--- config.mk ---
export PLATFORM = sky130hd
export DESIGN_NAME = sar_search
export DESIGN_NICKNAME = d
export VERILOG_FILES = /design/src/rtl/sar_search.sv
export SDC_FILE = /design/constraint.sdc
export NUM_CORES = 1
export LEC_CHECK = 0
export BUFFER_PORTS_ARGS = -buffer_cell sky130_fd_sc_hd__clkbuf_2
export CORE_MARGIN = 3
export CORE_UTILIZATION = 47
export DETAILED_ROUTE_END_ITERATION = 16
export MAX_ROUTING_LAYER = met4
export PLACE_DENSITY = 0.72
export SLEW_MARGIN = 10
export SYNTH_ARGS = -nofsm -noshare
export SYNTH_HDL_FRONTEND = slang
export SYNTH_SLANG_ARGS = --single-unit
--- constraint.sdc ---
create_clock -name clk -period 1.05 [get_ports clk]
set_input_delay 0.21 -clock clk [delete_from_list [all_inputs] [get_ports clk]]
set_output_delay 0.21 -clock clk [all_outputs]
set_load 0.02 [all_outputs]
--- src/rtl/sar_search.sv ---
module sar_search #(
  parameter int WIDTH = 8
) (
  input  logic             clk,
  input  logic             rst_n,
  input  logic             start_n,
  input  logic             above,
  output logic [WIDTH-1:0] trial,
  output logic [WIDTH-1:0] result,
  output logic             done,
  output logic             busy
);

  localparam logic [WIDTH-1:0] TOP_BIT = {1'b1, {(WIDTH-1){1'b0}}};

  logic [WIDTH-1:0] ptr;
  logic [WIDTH-1:0] decided;
  logic [WIDTH-1:0] next_trial;
  logic             last_step;

  assign last_step  = ptr[0];
  assign decided    = above ? (trial & ~ptr) : trial;
  assign next_trial = decided | (ptr >> 1);

  always_ff @(posedge clk or negedge rst_n) begin
    if (!rst_n) begin
      trial  <= '0;
      ptr    <= '0;
      result <= '0;
      done   <= 1'b0;
      busy   <= 1'b0;
    end else if (!busy) begin
      if (!start_n) begin
        trial <= TOP_BIT;
        ptr   <= TOP_BIT;
        busy  <= 1'b1;
        done  <= 1'b0;
      end
    end else begin
      trial <= next_trial;
      ptr   <= ptr >> 1;
      if (last_step) begin
        busy   <= 1'b0;
        done   <= 1'b1;
        result <= next_trial;
      end
    end
  end

  AST_START_MSB: assert property (@(posedge clk) disable iff (!rst_n)
    (!busy && !start_n) |=> (busy && !done && trial == TOP_BIT));

  AST_CLEAR_ON_ABOVE: assert property (@(posedge clk) disable iff (!rst_n)
    (busy && above) |=> ((trial & $past(ptr)) == '0));

  AST_KEEP_ON_BELOW: assert property (@(posedge clk) disable iff (!rst_n)
    (busy && !above) |=> ((trial & $past(ptr)) != '0));

  AST_PTR_ONEHOT: assert property (@(posedge clk) disable iff (!rst_n)
    busy |-> $onehot(ptr));

  AST_DONE_AFTER_BUSY: assert property (@(posedge clk) disable iff (!rst_n)
    $rose(done) |-> ($past(busy) && !busy));

  AST_RESULT_HELD: assert property (@(posedge clk) disable iff (!rst_n)
    !$rose(done) |-> $stable(result));

  AST_IDLE_TRIAL_HELD: assert property (@(posedge clk) disable iff (!rst_n)
    (done && start_n) |=> ($stable(trial) && done));

  AST_NO_RESTART_BUSY: assert property (@(posedge clk) disable iff (!rst_n)
    (busy && !last_step) |=> busy);

endmodule

# Yosys cells after proc, flatten, opt, wreduce, memory -nomap -nowiden
# Cells that the tools add are included.
dict set report op_classes {
  eq_ne 2
  n_mux 10
  bitwise_logic 3
  n_reduce_logical 2
}
# cell n
set ops {}
lappend ops {{8-bit 2-to-1 mux} 4}
lappend ops {{8-bit AND} 1}
lappend ops {{8-bit inverter} 1}
lappend ops {{8-bit by 7-bit bitwise OR with 8-bit output} 1}
lappend ops {{1-bit 2-to-1 mux} 6}
lappend ops {{2-bit by 1-bit != test with 1-bit output, second input constant} 2}
lappend ops {{2-bit AND reduction} 2}
dict set report totals {
  reg_bits 26
  in_bits 4
  out_inout_bits 18
  elab_cells 22
}

# Logic depth before layout (Yosys ltp)
# Gate-level depths: netlist of the first run.
dict set report logic_depth {
  word_depth 5
  mapped_depth 4
}

# Worst setup path after synthesis of the first run
# No wires, ideal clock.
dict set report synth_path {
  path_kind {register to register}
  startpoint {register busy}
  endpoint {register trial[1]}
  setup_ns 0.126
  arrival_ns 1.045
  required_ns 0.924
  setup_slack_ns -0.121
  path_stages_with_launch 4
  path_buffers 1
  period_less_slack_ns 1.171
  path_cell_list {dfrtp_1 buf_6 and2_0 a221o_1}
}
dict set report synth_between {
  elab_chain_cells 1
}
# element line
set synth_rtl {}
lappend synth_rtl {{start: declaration} 11} ;# output logic busy
lappend synth_rtl {{start signal: assignment} 31} ;# busy <= 1'b0;
lappend synth_rtl {{start signal: assignment} 36} ;# busy <= 1'b1;
lappend synth_rtl {{start signal: assignment} 43} ;# busy <= 1'b0;
lappend synth_rtl {{2-bit by 1-bit != test with 1-bit output (no source line) or 8-bit 2-to-1 mux (tied branches)} -}
lappend synth_rtl {{end signal: assignment} 40} ;# trial <= next_trial;
lappend synth_rtl {{end: declaration} 8} ;# output logic [WIDTH-1:0] trial,
# Several ways; a longest one is shown, not always the timed one.
# A chain may end at the register's enable or synchronous reset.

# Final worst setup path of the first run
# Ends and elaborated chain as after synthesis.

==> flow_metrics.env, run 1 <==
export IMPL_power_density_nw_per_um2=3330
export IMPL_synth_seq_cells=26
export IMPL_p_clk_frac=0.089
export IMPL_final_util=0.753
export IMPL_grt_pass1_vias=989
export IMPL_setup_worst_path_class="flip-flop to flip-flop"
export IMPL_synth_yosys_seq_area_share=0.575
export IMPL_slew_violations=0
export IMPL_ant_nets=0
export IMPL_finalHoldViolCount=0
export IMPL_yosys_warnings=0
export IMPL_drc=0
export IMPL_gp_congestion=0.764
export IMPL_syn_area_um2=1130
export IMPL_syn_to_final_growth_pct=49.9
export IMPL_insertion_delay_ns=0.32
export IMPL_avgViaCountPerCell=5.31
export IMPL_cp_slowest_cell="dfrtp_2"
export IMPL_synth_top_cells_by_area="dfrtp_1 57%, a21oi_1 6.6%, a31oi_1 6.6%"
export IMPL_initial_core_util=0.502
export IMPL_die_area_um2=3030
export IMPL_synth_most_common_cell="dfrtp_1"
export IMPL_first_pass_iters=4
export IMPL_synth_net_count=113
export IMPL_p_int_w=0.00351
export IMPL_cts_sinks=26
export IMPL_place_ws_ns=-0.0223
export IMPL_synthFlopType="dfrtp_1"
export IMPL_holdWs_ns=0.315
export IMPL_hold_path_class="primary input to flip-flop"
export IMPL_nNetsFinal=159
export IMPL_layout_cells_non_filler=182
export IMPL_layout_drive_gt1_share=0.474
export IMPL_grt_overflow=0
export IMPL_period_minus_slack_ns=1.20
export IMPL_leakagePower_nw=0.753
export IMPL_antenna_found_initial=0
export IMPL_cts_reportedPaths_clkPinSlew_ns=0.13
export IMPL_die_width_um=55.1
export IMPL_max_freq_ghz=0.834
export IMPL_tightest_slew_ns=0.337
export IMPL_start_kind="flip-flop"
export IMPL_postRouteWirelength_um=2760
export IMPL_cts_buffers=3
export IMPL_period_share=1.14
export IMPL_crit_fanout=6
export IMPL_die_h_um=55.1
export IMPL_r2r_start="busy"
export IMPL_r2r_slack_ns=-0.15
export IMPL_cts_root_buf="clkbuf_4"
export IMPL_cpPeakStageDelay_ns=0.39
export IMPL_dr_wl_met2_um=1510
export IMPL_rsz0062_at_grt="yes"
export IMPL_synthCells=109
export IMPL_cts_tree="yes"
export IMPL_max_cap_viol_count=0
export IMPL_wl_met1_um=1140
export IMPL_drtIter0Drc=9
export IMPL_placed_area_um2=1280
export IMPL_whs_endpoint="busy"
export IMPL_wl_met3_um=85
export IMPL_htreeDepth=1
export IMPL_min_from="start_n"
export IMPL_rows=17
export IMPL_synth_common_cells="26 x dfrtp_1, 15 x a21oi_1, 13 x nand2_1"
export IMPL_io_pins=22
export IMPL_core_area_um2=2250
export IMPL_clk_path_buf_depth=2
export IMPL_status="finished, violations left"
export IMPL_hpwlAfterDp_um=1680
export IMPL_dp_cells=158
export IMPL_r2r_end="trial[1]"
export IMPL_track_usage=0.206
export IMPL_slew_headroom=0.775
export IMPL_finalWorstSetupSlack_ns=-0.150
export IMPL_vias=966
export IMPL_synth_area_per_cell_um2=10.4
export IMPL_netSwitchingPower_w=0.00215
export IMPL_combinationalPowerShare=0.595
export IMPL_cp_data_required_time_ns=1.26
export IMPL_synth_top_area_cell="dfrtp_1"
export IMPL_setup_viol=22
export IMPL_grt_pass1_wl_um=4340
export IMPL_synth_edf_count=0
export IMPL_final_area_um2=1700
export IMPL_async_reset_ff_frac=1.00
export IMPL_min_path_cells=4
export IMPL_synth_top_cell_area_share=0.575
export IMPL_crit_path_end_kind="flip-flop"
export IMPL_finalClockSkew_ns=0.00785
export IMPL_reg2reg_depth=3
export IMPL_numPortBuffers=21
export IMPL_wl_per_cell_um=15.2
export IMPL_top_layer="met4"
export IMPL_crit_chain="buf_4 -> and2b_1 -> a221o_1"
export IMPL_seq_power_share=0.316
export IMPL_yosysUniqueCellTypes=22
export IMPL_n_antenna_cell=0
export IMPL_switching_share=0.380
export IMPL_crit_arrival_ns=1.41
export IMPL_grt_max_degree=27
export IMPL_violations="negative setup slack"
export IMPL_peakVddDrop_v=0.00203
[final cells by class]
| type | instances | area, um2 |
|---|---|---|
| flip-flops and latches | 26 | 652 |
| fillers | 162 | 557 |
| multi-input cells | 68 | 495 |
| repair buffers | 49 | 453 |
| clock buffers | 4 | 36.3 |
| well taps | 28 | 35.0 |
| inverters | 7 | 26.3 |
[layer usage]
layer,up-vias,global-route usage
li1,465,-
met1,481,0.238
met2,16,0.358
met3,4,0.0322
met4,0,0.0810
met5,-,-
[worst max path at each step]
stage | from | endpoint | slack [ns] | cells past startpoint
2_1_floorplan | busy | result[1] | -0.08 | 4
3_3_place_gp | busy | trial[1] | 0.03 | 2
3_5_place_dp | busy | trial[1] | -0.02 | 2
4_1_cts | busy | busy | -0.17 | 2
5_1_grt | busy | busy | -0.19 | 2
6_report | busy | trial[1] | -0.15 | 3
[sequential cells by signal, summed over array words and instances, names as in the netlist]
| name | count |
|---|---|
| ptr | 8 |
| result | 8 |
| trial | 8 |
| busy | 1 |
| done | 1 |
[metrics by stage]
stage               total power [W]  setup TNS, ns
global placement            0.00370              0
finish                      0.00566          -1.01
global route                0.00604          -2.12
CTS                         0.00477          -1.11
floorplan                   0.00315         -0.159
detailed placement          0.00379        -0.0223
[placed cells by master, fill, tap and decap left out, drive strengths merged, types with 3 or more instances in the layout]
cell,instances
inv,7
clkbuf,7
o21ai,6
and2,3
dfrtp,26
a21bo,7
a21oi,15
buf,45
nor2,3
a31oi,12
nand2,13
[worst max-delay path, delay by kind of cell (launching register included)]
family	cells	cell delay (ns)
DFF	1	0.39
AOI/OAI and AO/OA	1	0.35
and+or+nand+nor	1	0.21
buffers and inverters	1	0.15
[power groups by stage]
stage | clock network (W) | logic, W | registers, W
2_1_floorplan | 0 | 0.00103 | 0.00212
3_3_place_gp | 0 | 0.00195 | 0.00175
3_5_place_dp | 0 | 0.00201 | 0.00178
4_1_cts | 0.000515 | 0.00258 | 0.00168
5_1_grt | 0.000547 | 0.00365 | 0.00184
6_report | 0.000503 | 0.00337 | 0.00179
[repair_timing]
| item | in CTS | in global routing |
|---|---|---|
| cloned | 0 | 0 |
| setup endpoints to repair | 19 | 34 |
| setup buffers | 16 | 5 |
| pin swaps | 0 | 5 |
| endpoints found under the hold margin | 26 | 0 |
| resized for setup | 5 | 72 |
| hold buffers | 1 | 0 |
[cell families (layout without fill, tap and decap cells)]
logic type,count (synthesis),count (layout),synth area share
buffers and inverters,15,60,0.0696
muxes,1,1,0.00884
DFF,26,26,0.575
and+or+nand+nor,23,23,0.0962
AOI/OAI and AO/OA,44,44,0.251
(Power assumes the default switching activity.)
==> run 2, diff against run 1 <==
==> constraint.sdc (replaced) <==
create_clock -name clk -period 1.05 [get_ports clk]
set_input_delay 0.105 -clock clk [delete_from_list [all_inputs] [get_ports clk]]
set_output_delay 0.105 -clock clk [all_outputs]
set_load 0.02 [all_outputs]
==> run 2 against run 1 <==
The flow still finishes with violations (negative setup slack). Utilization is 8.8 points lower. Count of clock-buffer cells in the layout shrank 1. Setup slack better by 0.052 ns. Global-route usage is 1.1 points lower. Flip-flop and latch count is the same. Hold slack worse by 0.11 ns. Final cell count is 6.0% lower. Largest power group unchanged. Non-clock buffer count down 11.
==> flow_metrics.env, run 2 (synthesis gave the netlist of run 1 again) <==
export IMPL_die_width_um=55.1
export IMPL_min_from="start_n"
export IMPL_postRouteWirelength_um=2540
export IMPL_antenna_found_initial=0
export IMPL_start_kind="flip-flop"
export IMPL_grt_pass1_wl_um=4060
export IMPL_io_pins=22
export IMPL_finalClockSkew_ns=0.00511
export IMPL_ant_nets=0
export IMPL_hpwlAfterDp_um=1560
export IMPL_gp_congestion=0.759
export IMPL_period_share=1.09
export IMPL_crit_path_end_kind="flip-flop"
export IMPL_max_freq_ghz=0.871
export IMPL_r2r_end="trial[1]"
export IMPL_whs_endpoint="busy"
export IMPL_avgViaCountPerCell=5.43
export IMPL_max_cap_viol_count=0
export IMPL_min_path_cells=4
export IMPL_cts_tree="yes"
export IMPL_r2r_start="busy"
export IMPL_track_usage=0.195
export IMPL_finalHoldViolCount=0
export IMPL_leakagePower_nw=0.672
export IMPL_critPathLaunch="busy"
export IMPL_n_antenna_cell=0
export IMPL_cts_reportedPaths_clkPinSlew_ns=0.14
export IMPL_cts_buffers=3
export IMPL_initial_core_util=0.502
export IMPL_finalWorstSetupSlack_ns=-0.0979
export IMPL_cts_sinks=26
export IMPL_insertion_delay_ns=0.32
export IMPL_reg_largest_list="ptr: 8 flops, result: 8 flops, trial: 8 flops"
export IMPL_holdWs_ns=0.201
export IMPL_tightest_slew_ns=0.331
export IMPL_setup_worst_path_class="flip-flop to flip-flop"
export IMPL_place_ws_ns=-0.0233
export IMPL_slew_violations=0
export IMPL_crit_fanout=6
export IMPL_syn_to_final_growth_pct=32.5
export IMPL_htreeDepth=1
export IMPL_rows=17
export IMPL_die_area_um2=3030
export IMPL_drtIter0Drc=17
export IMPL_vias=929
export IMPL_power_density_nw_per_um2=3320
export IMPL_nNetsFinal=148
export IMPL_cts_root_buf="clkbuf_4"
export IMPL_period_minus_slack_ns=1.15
export IMPL_core_area_um2=2250
export IMPL_cp_data_required_time_ns=1.27
export IMPL_hold_path_class="primary input to flip-flop"
export IMPL_layout_filler_cells=176
export IMPL_grt_overflow=0
export IMPL_rsz0062_at_grt="yes"
export IMPL_setup_viol=7
export IMPL_final_common_cell="dfrtp_1"
export IMPL_crit_arrival_ns=1.37
export IMPL_final_util=0.665
export IMPL_wl_per_cell_um=14.8
export IMPL_clk_path_buf_depth=2
export IMPL_drc=0
export IMPL_final_cell_mix="23 x dfrtp_1, 16 x clkbuf_2, 13 x nand2_1, 12 x a31oi_1, 11 x buf_4"
export IMPL_die_h_um=55.1
export IMPL_r2r_slack_ns=-0.1
export IMPL_slew_headroom=0.780
export IMPL_grt_max_degree=27
export IMPL_first_pass_iters=4
export IMPL_grt_pass1_vias=883
export IMPL_layout_drive_gt1_share=0.413
export IMPL_violations="negative setup slack"
export IMPL_reg2reg_depth=3
export IMPL_numPortBuffers=21
export IMPL_peakVddDrop_v=0.00210
export IMPL_status="finished, violations left"
-- run 2: metal layers --
metal	vias up	part of all wire	track usage
li1	450	-	-
met1	453	0.48	0.257
met2	24	0.48	0.313
met3	2	0.033	0.0241
met4	0	0.0051	0.0648
met5	-	0	-
-- run 2: how the worst max path moves through the flow --
stage / endpoint / slack [ns]
floorplan: result[1] / -0.08
global placement: trial[1] / 0.01
detailed placement: trial[1] / -0.02
CTS: busy / -0.12
global route: busy / -0.14
finish: trial[1] / -0.1
-- run 2: layout make-up --
type	instances	area, um2	area share
timing repair buffer	38	297	0.198
multi-input combinational	68	435	0.290
clock buffer	3	22.5	0.0150
inverter	7	26.3	0.0175
clock inverter	1	30.0	0.0200
sequential	26	654	0.436
tap	28	35.0	0.0234
-- run 2: metrics by stage --
step	cells	TNS, ns	total power, W	area [um2]
floorplan	109	-0.159	0.00315	1130
global placement	158	0	0.00369	1280
detailed placement	158	-0.0233	0.00375	1280
CTS	166	-0.255	0.00462	1400
global route	171	-0.824	0.00532	1500
finish	171	-0.264	0.00499	1500
-- run 2: critical path: stages, from the launching register on --
cell and delay (ns):
dfrtp_2 0.44, buf_6 0.11, and2b_1 0.18, a221o_1 0.31
-- run 2: power by group --
group          switching, W  internal, W
sequential         0.000353      0.00143
combinational       0.00128      0.00123
clock              0.000305     0.000386
total               0.00194      0.00305
-- run 2: repair_timing --
action | in CTS | in global routing
gates resized for setup | 8 | 24
pin swaps | 1 | 1
endpoints found under the setup margin | 2 | 24
setup buffers | 3 | 5
hold buffers | 1 | 0
hold endpoints to repair | 26 | 0
